`config.mk`:
```
export PLATFORM = sky130hd
export DESIGN_NAME = atapi_pio_seq
export DESIGN_NICKNAME = d
export VERILOG_FILES = /design/src/rtl/atapi_seq_pkg.sv /design/src/rtl/atapi_cdb_capture.sv /design/src/rtl/atapi_burst_planner.sv /design/src/rtl/atapi_word_stream.sv /design/src/rtl/atapi_pio_seq.sv
export SDC_FILE = /design/constraint.sdc
export NUM_CORES = 1
export LEC_CHECK = 0
export BUFFER_PORTS_ARGS = -buffer_cell sky130_fd_sc_hd__buf_2
export CAP_MARGIN = 25
export CORE_MARGIN = 3
export CORE_UTILIZATION = 40
export DETAILED_ROUTE_END_ITERATION = 16
export PLACE_DENSITY = 0.55
export SLEW_MARGIN = 20
export SYNTH_ARGS = -nofsm -noshare
export SYNTH_HDL_FRONTEND = slang
export SYNTH_SLANG_ARGS = --single-unit
```
`constraint.sdc`:
```
create_clock -name clk -period 3.8 [get_ports clk]
set_input_delay 0 -clock clk [delete_from_list [all_inputs] [get_ports clk]]
set_output_delay 0 -clock clk [all_outputs]
set_load 0.03 [all_outputs]
```
`src/rtl/atapi_seq_pkg.sv`:
```
package atapi_seq_pkg;

    typedef enum logic [2:0] {
        ST_IDLE,
        ST_PKT,
        ST_DECODE,
        ST_PREP,
        ST_XFER
    } seq_state_t;

    // host register map
    localparam logic [3:0] RA_DATA     = 4'd0;
    localparam logic [3:0] RA_ERROR    = 4'd1;
    localparam logic [3:0] RA_LIMIT_LO = 4'd4;
    localparam logic [3:0] RA_LIMIT_HI = 4'd5;
    localparam logic [3:0] RA_CMDSTAT  = 4'd7;
    localparam logic [3:0] RA_ALTSTAT  = 4'd14;

    // status bit positions
    localparam int SB_BSY  = 7;
    localparam int SB_DRDY = 6;
    localparam int SB_DRQ  = 3;
    localparam int SB_ERR  = 0;

    localparam logic [7:0] OP_PACKET = 8'hA0;
    localparam logic [7:0] OP_READ10 = 8'h28;
    localparam logic [7:0] ERR_ABORT = 8'h04;

    // widths fixed by the packet layout
    localparam int LBA_W   = 32;
    localparam int COUNT_W = 16;
    localparam int LIMIT_W = 16;

endpackage

```
`src/rtl/atapi_cdb_capture.sv`:
```
module atapi_cdb_capture #(
    parameter int CDB_WORDS = 6
) (
    input  logic        clk,
    input  logic        rst_n,
    input  logic        clear,
    input  logic        wr_word,
    input  logic [15:0] wr_data,
    output logic        last_word,
    output logic [7:0]  opcode,
    output logic [31:0] lba,
    output logic [15:0] blocks
);
    localparam int CNT_W = $clog2(CDB_WORDS + 1);

    logic [CNT_W-1:0] cnt;
    logic [15:0]      words [CDB_WORDS];

    genvar g;
    generate
        for (g = 0; g < CDB_WORDS; g++) begin : g_word
            always_ff @(posedge clk) begin
                if (!rst_n)
                    words[g] <= '0;
                else if (wr_word && cnt == CNT_W'(g))
                    words[g] <= wr_data;
            end
        end
    endgenerate

    assign last_word = wr_word && (cnt == CNT_W'(CDB_WORDS - 1));

    always_ff @(posedge clk) begin
        if (!rst_n || clear)
            cnt <= '0;
        else if (wr_word)
            cnt <= last_word ? '0 : cnt + 1'b1;
    end

    // low byte of each word is the earlier packet byte, fields big-endian
    assign opcode = words[0][7:0];
    assign lba    = {words[1][7:0], words[1][15:8], words[2][7:0], words[2][15:8]};
    assign blocks = {words[3][15:8], words[4][7:0]};

    logic unused_cdb_bits;
    assign unused_cdb_bits = ^{words[0][15:8], words[3][7:0], words[4][15:8], words[CDB_WORDS-1]};

    // the word counter never runs past the packet length
    a_r3_cnt_range: assert property (@(posedge clk) disable iff (!rst_n)
        cnt < CNT_W'(CDB_WORDS));

endmodule

```
`src/rtl/atapi_burst_planner.sv`:
```
module atapi_burst_planner #(
    parameter int LIMIT_W     = 16,
    parameter int COUNT_W     = 16,
    parameter int BLOCK_SHIFT = 11
) (
    input  logic               clk,
    input  logic               rst_n,
    input  logic               load,
    input  logic [COUNT_W-1:0] blocks,
    input  logic [LIMIT_W-1:0] limit,
    input  logic               plan,
    input  logic               take,
    output logic               burst_end,
    output logic               all_end
);
    localparam int REM_W = COUNT_W + BLOCK_SHIFT;

    logic [LIMIT_W-1:0] eff;
    logic [REM_W-1:0]   rem;
    logic [REM_W-1:0]   burst_bytes;
    logic [LIMIT_W-1:0] burst_left;

    // clear bit 0; a limit below 2 becomes the largest even value
    always_comb begin
        if (limit[LIMIT_W-1:1] == '0)
            eff = {{(LIMIT_W-1){1'b1}}, 1'b0};
        else
            eff = {limit[LIMIT_W-1:1], 1'b0};
        burst_bytes = (rem < REM_W'(eff)) ? rem : REM_W'(eff);
    end

    assign burst_end = take && (burst_left == LIMIT_W'(1));
    assign all_end   = take && (rem == REM_W'(2));

    always_ff @(posedge clk) begin
        if (!rst_n) begin
            rem        <= '0;
            burst_left <= '0;
        end else if (load) begin
            rem        <= {blocks, {BLOCK_SHIFT{1'b0}}};
            burst_left <= '0;
        end else if (plan) begin
            burst_left <= LIMIT_W'(burst_bytes >> 1);
        end else if (take) begin
            rem        <= rem - REM_W'(2);
            burst_left <= burst_left - 1'b1;
        end
    end

    // a burst in progress never exceeds the effective limit
    a_r6_burst_cap: assert property (@(posedge clk) disable iff (!rst_n)
        (burst_left != '0) |-> ({burst_left, 1'b0} <= {1'b0, eff}));

    // words are only taken while both counters still hold data
    a_r6_take_ok: assert property (@(posedge clk) disable iff (!rst_n)
        take |-> (burst_left != '0 && rem != '0));

    // the last word of the command also closes its burst
    a_r8_end_aligned: assert property (@(posedge clk) disable iff (!rst_n)
        all_end |-> burst_end);

endmodule

```
`src/rtl/atapi_word_stream.sv`:
```
module atapi_word_stream #(
    parameter int WIDX_W = 10,
    parameter int LBA_W  = 32
) (
    input  logic              clk,
    input  logic              rst_n,
    input  logic              load,
    input  logic [LBA_W-1:0]  lba_in,
    input  logic              step,
    output logic [LBA_W-1:0]  cur_lba,
    output logic [WIDX_W-1:0] cur_widx
);
    always_ff @(posedge clk) begin
        if (!rst_n) begin
            cur_lba  <= '0;
            cur_widx <= '0;
        end else if (load) begin
            cur_lba  <= lba_in;
            cur_widx <= '0;
        end else if (step) begin
            if (&cur_widx) begin
                cur_widx <= '0;
                cur_lba  <= cur_lba + LBA_W'(1);
            end else begin
                cur_widx <= cur_widx + 1'b1;
            end
        end
    end

    // leaving the last word of a block moves to word 0 of the next block
    a_r5_block_wrap: assert property (@(posedge clk) disable iff (!rst_n)
        (step && !load && &cur_widx) |=> (cur_widx == '0 && cur_lba == $past(cur_lba) + LBA_W'(1)));

endmodule

```
`src/rtl/atapi_pio_seq.sv`:
```
module atapi_pio_seq
    import atapi_seq_pkg::*;
#(
    parameter int BLOCK_SHIFT = 11,
    parameter int CDB_WORDS   = 6
) (
    input  logic                   clk,
    input  logic                   rst_n,
    input  logic                   host_wr,
    input  logic [3:0]             host_wr_addr,
    input  logic [15:0]            host_wr_data,
    input  logic                   host_rd,
    input  logic [3:0]             host_rd_addr,
    output logic [15:0]            host_rd_data,
    output logic                   irq,
    output logic [LBA_W-1:0]       media_lba,
    output logic [BLOCK_SHIFT-2:0] media_word,
    input  logic [15:0]            media_data
);
    localparam int WIDX_W = BLOCK_SHIFT - 1;

    seq_state_t state, state_nx;

    logic [7:0]  lim_lo, lim_hi, err_code;
    logic        err_flag, irq_q;
    logic [7:0]  status;

    logic        cdb_clear, ld, plan, irq_set, err_set;
    logic        last_word, burst_end, all_end;
    logic [7:0]  opcode;
    logic [31:0] cdb_lba;
    logic [15:0] cdb_blocks;

    logic wr_cmd, pkt_go, data_wr, data_rd, status_rd;

    assign wr_cmd    = host_wr && host_wr_addr == RA_CMDSTAT;
    assign pkt_go    = state == ST_IDLE && wr_cmd && host_wr_data[7:0] == OP_PACKET;
    assign data_wr   = host_wr && host_wr_addr == RA_DATA && state == ST_PKT;
    assign data_rd   = host_rd && host_rd_addr == RA_DATA && state == ST_XFER;
    assign status_rd = host_rd && host_rd_addr == RA_CMDSTAT;

    atapi_cdb_capture #(.CDB_WORDS(CDB_WORDS)) i_cdb (
        .clk       (clk),
        .rst_n     (rst_n),
        .clear     (cdb_clear),
        .wr_word   (data_wr),
        .wr_data   (host_wr_data),
        .last_word (last_word),
        .opcode    (opcode),
        .lba       (cdb_lba),
        .blocks    (cdb_blocks)
    );

    atapi_burst_planner #(
        .LIMIT_W     (LIMIT_W),
        .COUNT_W     (COUNT_W),
        .BLOCK_SHIFT (BLOCK_SHIFT)
    ) i_plan (
        .clk       (clk),
        .rst_n     (rst_n),
        .load      (ld),
        .blocks    (cdb_blocks),
        .limit     ({lim_hi, lim_lo}),
        .plan      (plan),
        .take      (data_rd),
        .burst_end (burst_end),
        .all_end   (all_end)
    );

    atapi_word_stream #(.WIDX_W(WIDX_W), .LBA_W(LBA_W)) i_stream (
        .clk      (clk),
        .rst_n    (rst_n),
        .load     (ld),
        .lba_in   (cdb_lba),
        .step     (data_rd),
        .cur_lba  (media_lba),
        .cur_widx (media_word)
    );

    // state register
    always_ff @(posedge clk) begin
        if (!rst_n)
            state <= ST_IDLE;
        else
            state <= state_nx;
    end

    // next state and per-state outputs
    always_comb begin
        state_nx  = state;
        cdb_clear = 1'b0;
        ld        = 1'b0;
        plan      = 1'b0;
        irq_set   = 1'b0;
        err_set   = 1'b0;
        status    = 8'h00;
        unique case (state)
            ST_IDLE: begin
                cdb_clear           = 1'b1;
                status[SB_DRDY]     = 1'b1;
                status[SB_ERR]      = err_flag;
                if (pkt_go)
                    state_nx = ST_PKT;
            end
            ST_PKT: begin
                status[SB_DRDY] = 1'b1;
                status[SB_DRQ]  = 1'b1;
                if (last_word)
                    state_nx = ST_DECODE;
            end
            ST_DECODE: begin
                status[SB_BSY]  = 1'b1;
                status[SB_DRDY] = 1'b1;
                if (opcode != OP_READ10) begin
                    err_set  = 1'b1;
                    irq_set  = 1'b1;
                    state_nx = ST_IDLE;
                end else if (cdb_blocks == '0) begin
                    irq_set  = 1'b1;
                    state_nx = ST_IDLE;
                end else begin
                    ld       = 1'b1;
                    state_nx = ST_PREP;
                end
            end
            ST_PREP: begin
                status[SB_BSY]  = 1'b1;
                status[SB_DRDY] = 1'b1;
                plan            = 1'b1;
                irq_set         = 1'b1;
                state_nx        = ST_XFER;
            end
            ST_XFER: begin
                status[SB_DRDY] = 1'b1;
                status[SB_DRQ]  = 1'b1;
                if (burst_end) begin
                    if (all_end) begin
                        irq_set  = 1'b1;
                        state_nx = ST_IDLE;
                    end else begin
                        state_nx = ST_PREP;
                    end
                end
            end
            default: state_nx = ST_IDLE;
        endcase
    end

    // host-visible registers and interrupt
    always_ff @(posedge clk) begin
        if (!rst_n) begin
            lim_lo   <= '0;
            lim_hi   <= '0;
            err_flag <= 1'b0;
            err_code <= '0;
            irq_q    <= 1'b0;
        end else begin
            if (state == ST_IDLE && host_wr && host_wr_addr == RA_LIMIT_LO)
                lim_lo <= host_wr_data[7:0];
            if (state == ST_IDLE && host_wr && host_wr_addr == RA_LIMIT_HI)
                lim_hi <= host_wr_data[7:0];
            if (err_set) begin
                err_flag <= 1'b1;
                err_code <= ERR_ABORT;
            end else if (pkt_go) begin
                err_flag <= 1'b0;
                err_code <= '0;
            end
            if (irq_set)
                irq_q <= 1'b1;
            else if (status_rd || pkt_go)
                irq_q <= 1'b0;
        end
    end

    assign irq = irq_q;

    always_comb begin
        case (host_rd_addr)
            RA_DATA:     host_rd_data = (state == ST_XFER) ? media_data : 16'h0000;
            RA_ERROR:    host_rd_data = {8'h00, err_code};
            RA_LIMIT_LO: host_rd_data = {8'h00, lim_lo};
            RA_LIMIT_HI: host_rd_data = {8'h00, lim_hi};
            RA_CMDSTAT,
            RA_ALTSTAT:  host_rd_data = {8'h00, status};
            default:     host_rd_data = 16'h0000;
        endcase
    end

    // every burst opens with the interrupt pending in the data-request state
    a_r7_burst_irq: assert property (@(posedge clk) disable iff (!rst_n)
        (state == ST_PREP) |=> (irq && state == ST_XFER));

    // the final word raises the completion interrupt
    a_r8_final_irq: assert property (@(posedge clk) disable iff (!rst_n)
        (state == ST_XFER && state_nx == ST_IDLE) |=> irq);

    // a status read in idle clears the interrupt
    a_r9_status_clears: assert property (@(posedge clk) disable iff (!rst_n)
        (state == ST_IDLE && status_rd && !host_wr) |=> !irq);

    // an alternate-status read in idle leaves the interrupt pending
    a_r9_alt_keeps: assert property (@(posedge clk) disable iff (!rst_n)
        (state == ST_IDLE && irq && host_rd && host_rd_addr == RA_ALTSTAT && !host_wr) |=> irq);

    // a command other than the packet opcode leaves the sequencer idle
    a_r2_ignore_other: assert property (@(posedge clk) disable iff (!rst_n)
        (state == ST_IDLE && wr_cmd && host_wr_data[7:0] != OP_PACKET) |=> (state == ST_IDLE && !irq));

endmodule

```
==> qor.txt <==
outcome: finished clean
Pre-antenna DRT Iters: 5
core area: 20620 µm²
TritonCTS Buffers: 17
layout cells sized above 1: 16.63%
Startpoint Class: register
net count after synthesis: 1002
WP buf/inv: 1
Final Skew: 7.898 ps
routed length per instance: 19.30 µm
Clock Latency Late Sink: 430 ps
Worst Path Required: 4120 ps
slowest stage delay, CP: 500 ps
Synth Cell Area: 8563 µm²
r2r setup slk: 450 ps
H-tree depth: 4
Final period util: 88.05%
final cell count without fillers: 1322
R2R depth: 11
IR drop worst, VDD: 0.2817 mV
# DRC: 0
routability cong.: 0.9009
via count: 7463
CTS root buffer: clkbuf_16
crit path cell chain: nor4_1 -> and4_1 -> buf_4 -> nor2_1 -> ha_1 -> a21oi_1 -> a21oi_1 -> a2111oi_2 -> and2_1 -> a2111oi_0 -> a311o_1
FP Rows: 52
routed wire length: 25520 µm
GRT overflow: 0
Max Freq: 0.2989 GHz
Fin Setup TNS: 0 ps
CTS tree: yes
first-pass GRT wire length: 39670 µm
pwr/cell area: 387.3 nW/µm²
total I/O pin count: 103
post-cts resize count: 0
Crit Reg-Reg Endpoint: i_plan.burst_left[5]
clock tree buffer depth: 2
final hold violations: 0
Final Max Slew Viols: 0
register bit total from synthesis: 164
Hold Buf Count CTS: 16
commonest non-fill, non-tap cell in the layout: nor2_1
EDFF count, synth: 56
area growth from synthesis to layout: 18.03%
Setup Crit Path Kind: register to register
Max FO, Critical Path: 17
fin crit period: 3346 ps
hpwl dp: 17880 µm
Sink Count: 164
n_diodes: 0
filler cell count: 1951
HP Start: host_wr
initial antenna violation count: 1
Least-Margin Pin Slew: 1027 ps
Via density: 5.645
Worst setup EP type: register
post-synthesis cell type count: 73
Initial Util: 41.52%
reg-to-reg startpoint: lim_hi[7]
Worst EP arrival: 3660 ps
max_cap viols: 0
syn_area_per_cell: 9.178 µm²
Hold Path Cell Cnt: 4
Post-CTS Setup Inserts: 0
worst relative slew slack: 31.00%
Final setup viols: 0
Hold Crit Class: input port to register
initial drt markers: 609
Synth warnings: 0
Cells after DPL: 1274
top_reg_cell synth: dfxtp_1
DIE WIDTH: 152.3 µm
leakage power: 0.003962 µW
Clk pin slew, worst setup/hold paths: 70 ps
Hold EP: err_code[2]
# nets final: 1108
Critical Path Most Common Cell: a21oi_1
CP top delay family: simple AND/OR/NAND/NOR gates
Tot GR Track Use: 21.38%
sequential cell area fraction in the yosys report: 44.89%
antenna-violating nets left: 0
Die Area: 23200 µm²
die span in y: 152.3 µm
RSZ-0062 raised after global routing: no
commonest cells after routing, fill and taps aside: nor2_1, dfxtp_1, buf_2, a21oi_1, nand2_1
largest net degree at the start of global routing: 66
CP max-delay cell: and2_1
number of global-route vias before repair: 6906
Post-Syn Instances: 933
Post-synth ARST share: 0%
input/output buffers: 102
how the worst max path moves through the flow:
stage                     slack [ps]                   end      start  depth (start not counted)
after CTS                        480  i_plan.burst_left[5]  lim_hi[7]                         11
after global placement           510  i_plan.burst_left[5]  lim_hi[5]                         11
after floorplan                  700    i_cdb.words[0][16]   state[0]                          6
after detailed placement         520  i_plan.burst_left[5]  lim_hi[5]                         11
after global routing             180  i_plan.burst_left[7]  lim_hi[5]                         11
final                            450  i_plan.burst_left[5]  lim_hi[7]                         11
logic make-up after synthesis:
group | after synthesis | synth area share (%)
buf+inv | 72 | 3.960
simple gates | 416 | 26.14
xor+xnor | 47 | 4.807
mux | 10 | 1.184
compound gates | 199 | 15.37
fa+ha+maj | 25 | 3.653
flops | 164 | 44.89
registers in the layout, indices dropped and copies added, names as in the netlist, 3 cells and up:
name	cells
i_cdb.words	56
lim_hi	8
i_plan.burst_left	16
i_stream.cur_widx	10
i_plan.rem	26
lim_lo	8
i_cdb.cnt	3
i_stream.cur_lba	32
state	3
report_power, final:
group	internal, µW	switching, µW	total (µW)
Sequential	1830	10.6	1840
Combinational	61.1	128	189
Clock	1120	766	1880
area by class of cell:
cell class / count / area [µm²] / share of cell area (%)
clock inverter: 15 / 215.2 / 2.129
sequential: 164 / 3844 / 38.03
tap: 270 / 337.8 / 3.342
inverter: 21 / 78.83 / 0.7799
clock buffer: 17 / 425.4 / 4.209
timing repair buffer: 138 / 820.8 / 8.121
multi-input combinational: 697 / 4385 / 43.39
layer usage:
metal	vias up	track usage, %	wire length [µm]
li1	3653	-	-
met1	3585	31.88	12740
met2	203	32.35	11210
met3	22	4.175	1287
met4	0	4.366	273
met5	-	0	0
synth_stat cells (all sizes together) (5+ instances only):
cell	instances	area [µm²]
inv	21	78.83
clkbuf	29	108.9
buf	22	151.4
o211ai	8	60.06
xor2	29	254.0
o311ai	7	61.31
dfxtp	108	2162
a222oi	5	50.05
nor3	26	151.4
nand4	22	152.7
and2	62	391.6
nor4	19	146.4
ha	25	312.8
a211oi	14	105.1
and4	9	81.33
mux2i	9	90.09
a31oi	9	56.30
nand2	63	236.5
a21oi	73	365.4
nand3	36	190.2
and3	26	162.7
edfxtp	56	1682
a311o	13	130.1
nor2	116	435.4
nand3b	5	37.54
xnor2	18	157.7
or3	9	56.30
a2111oi	13	127.6
o21ai	35	175.2
worst register-to-register path, stage by stage (launching register included):
cell and delay [ps]:
dfxtp_1 360, nor4_1 340, and4_1 360, buf_4 200, nor2_1 70, ha_1 310, a21oi_1 160, a21oi_1 100
a2111oi_2 270, and2_1 500, a2111oi_0 210, a311o_1 360
stage by stage:
stage          instance area [µm²]  worst slack, ps  utilization, %  total power (µW)  hold WS, ps
2_1_floorplan                 8563            701.5               -              1963        140.5
3_3_place_gp                  9306            505.6           45.12              2057        311.9
3_5_place_dp                  9306            524.5           45.12              2056        313.0
4_1_cts                      10110            476.9           49.01              3948        15.31
5_1_grt                      10110            178.9           49.01              4038        36.36
6_report                     10110            454.3           49.01              3915        33.74
Note: power is estimated with default switching activity, not from simulation.
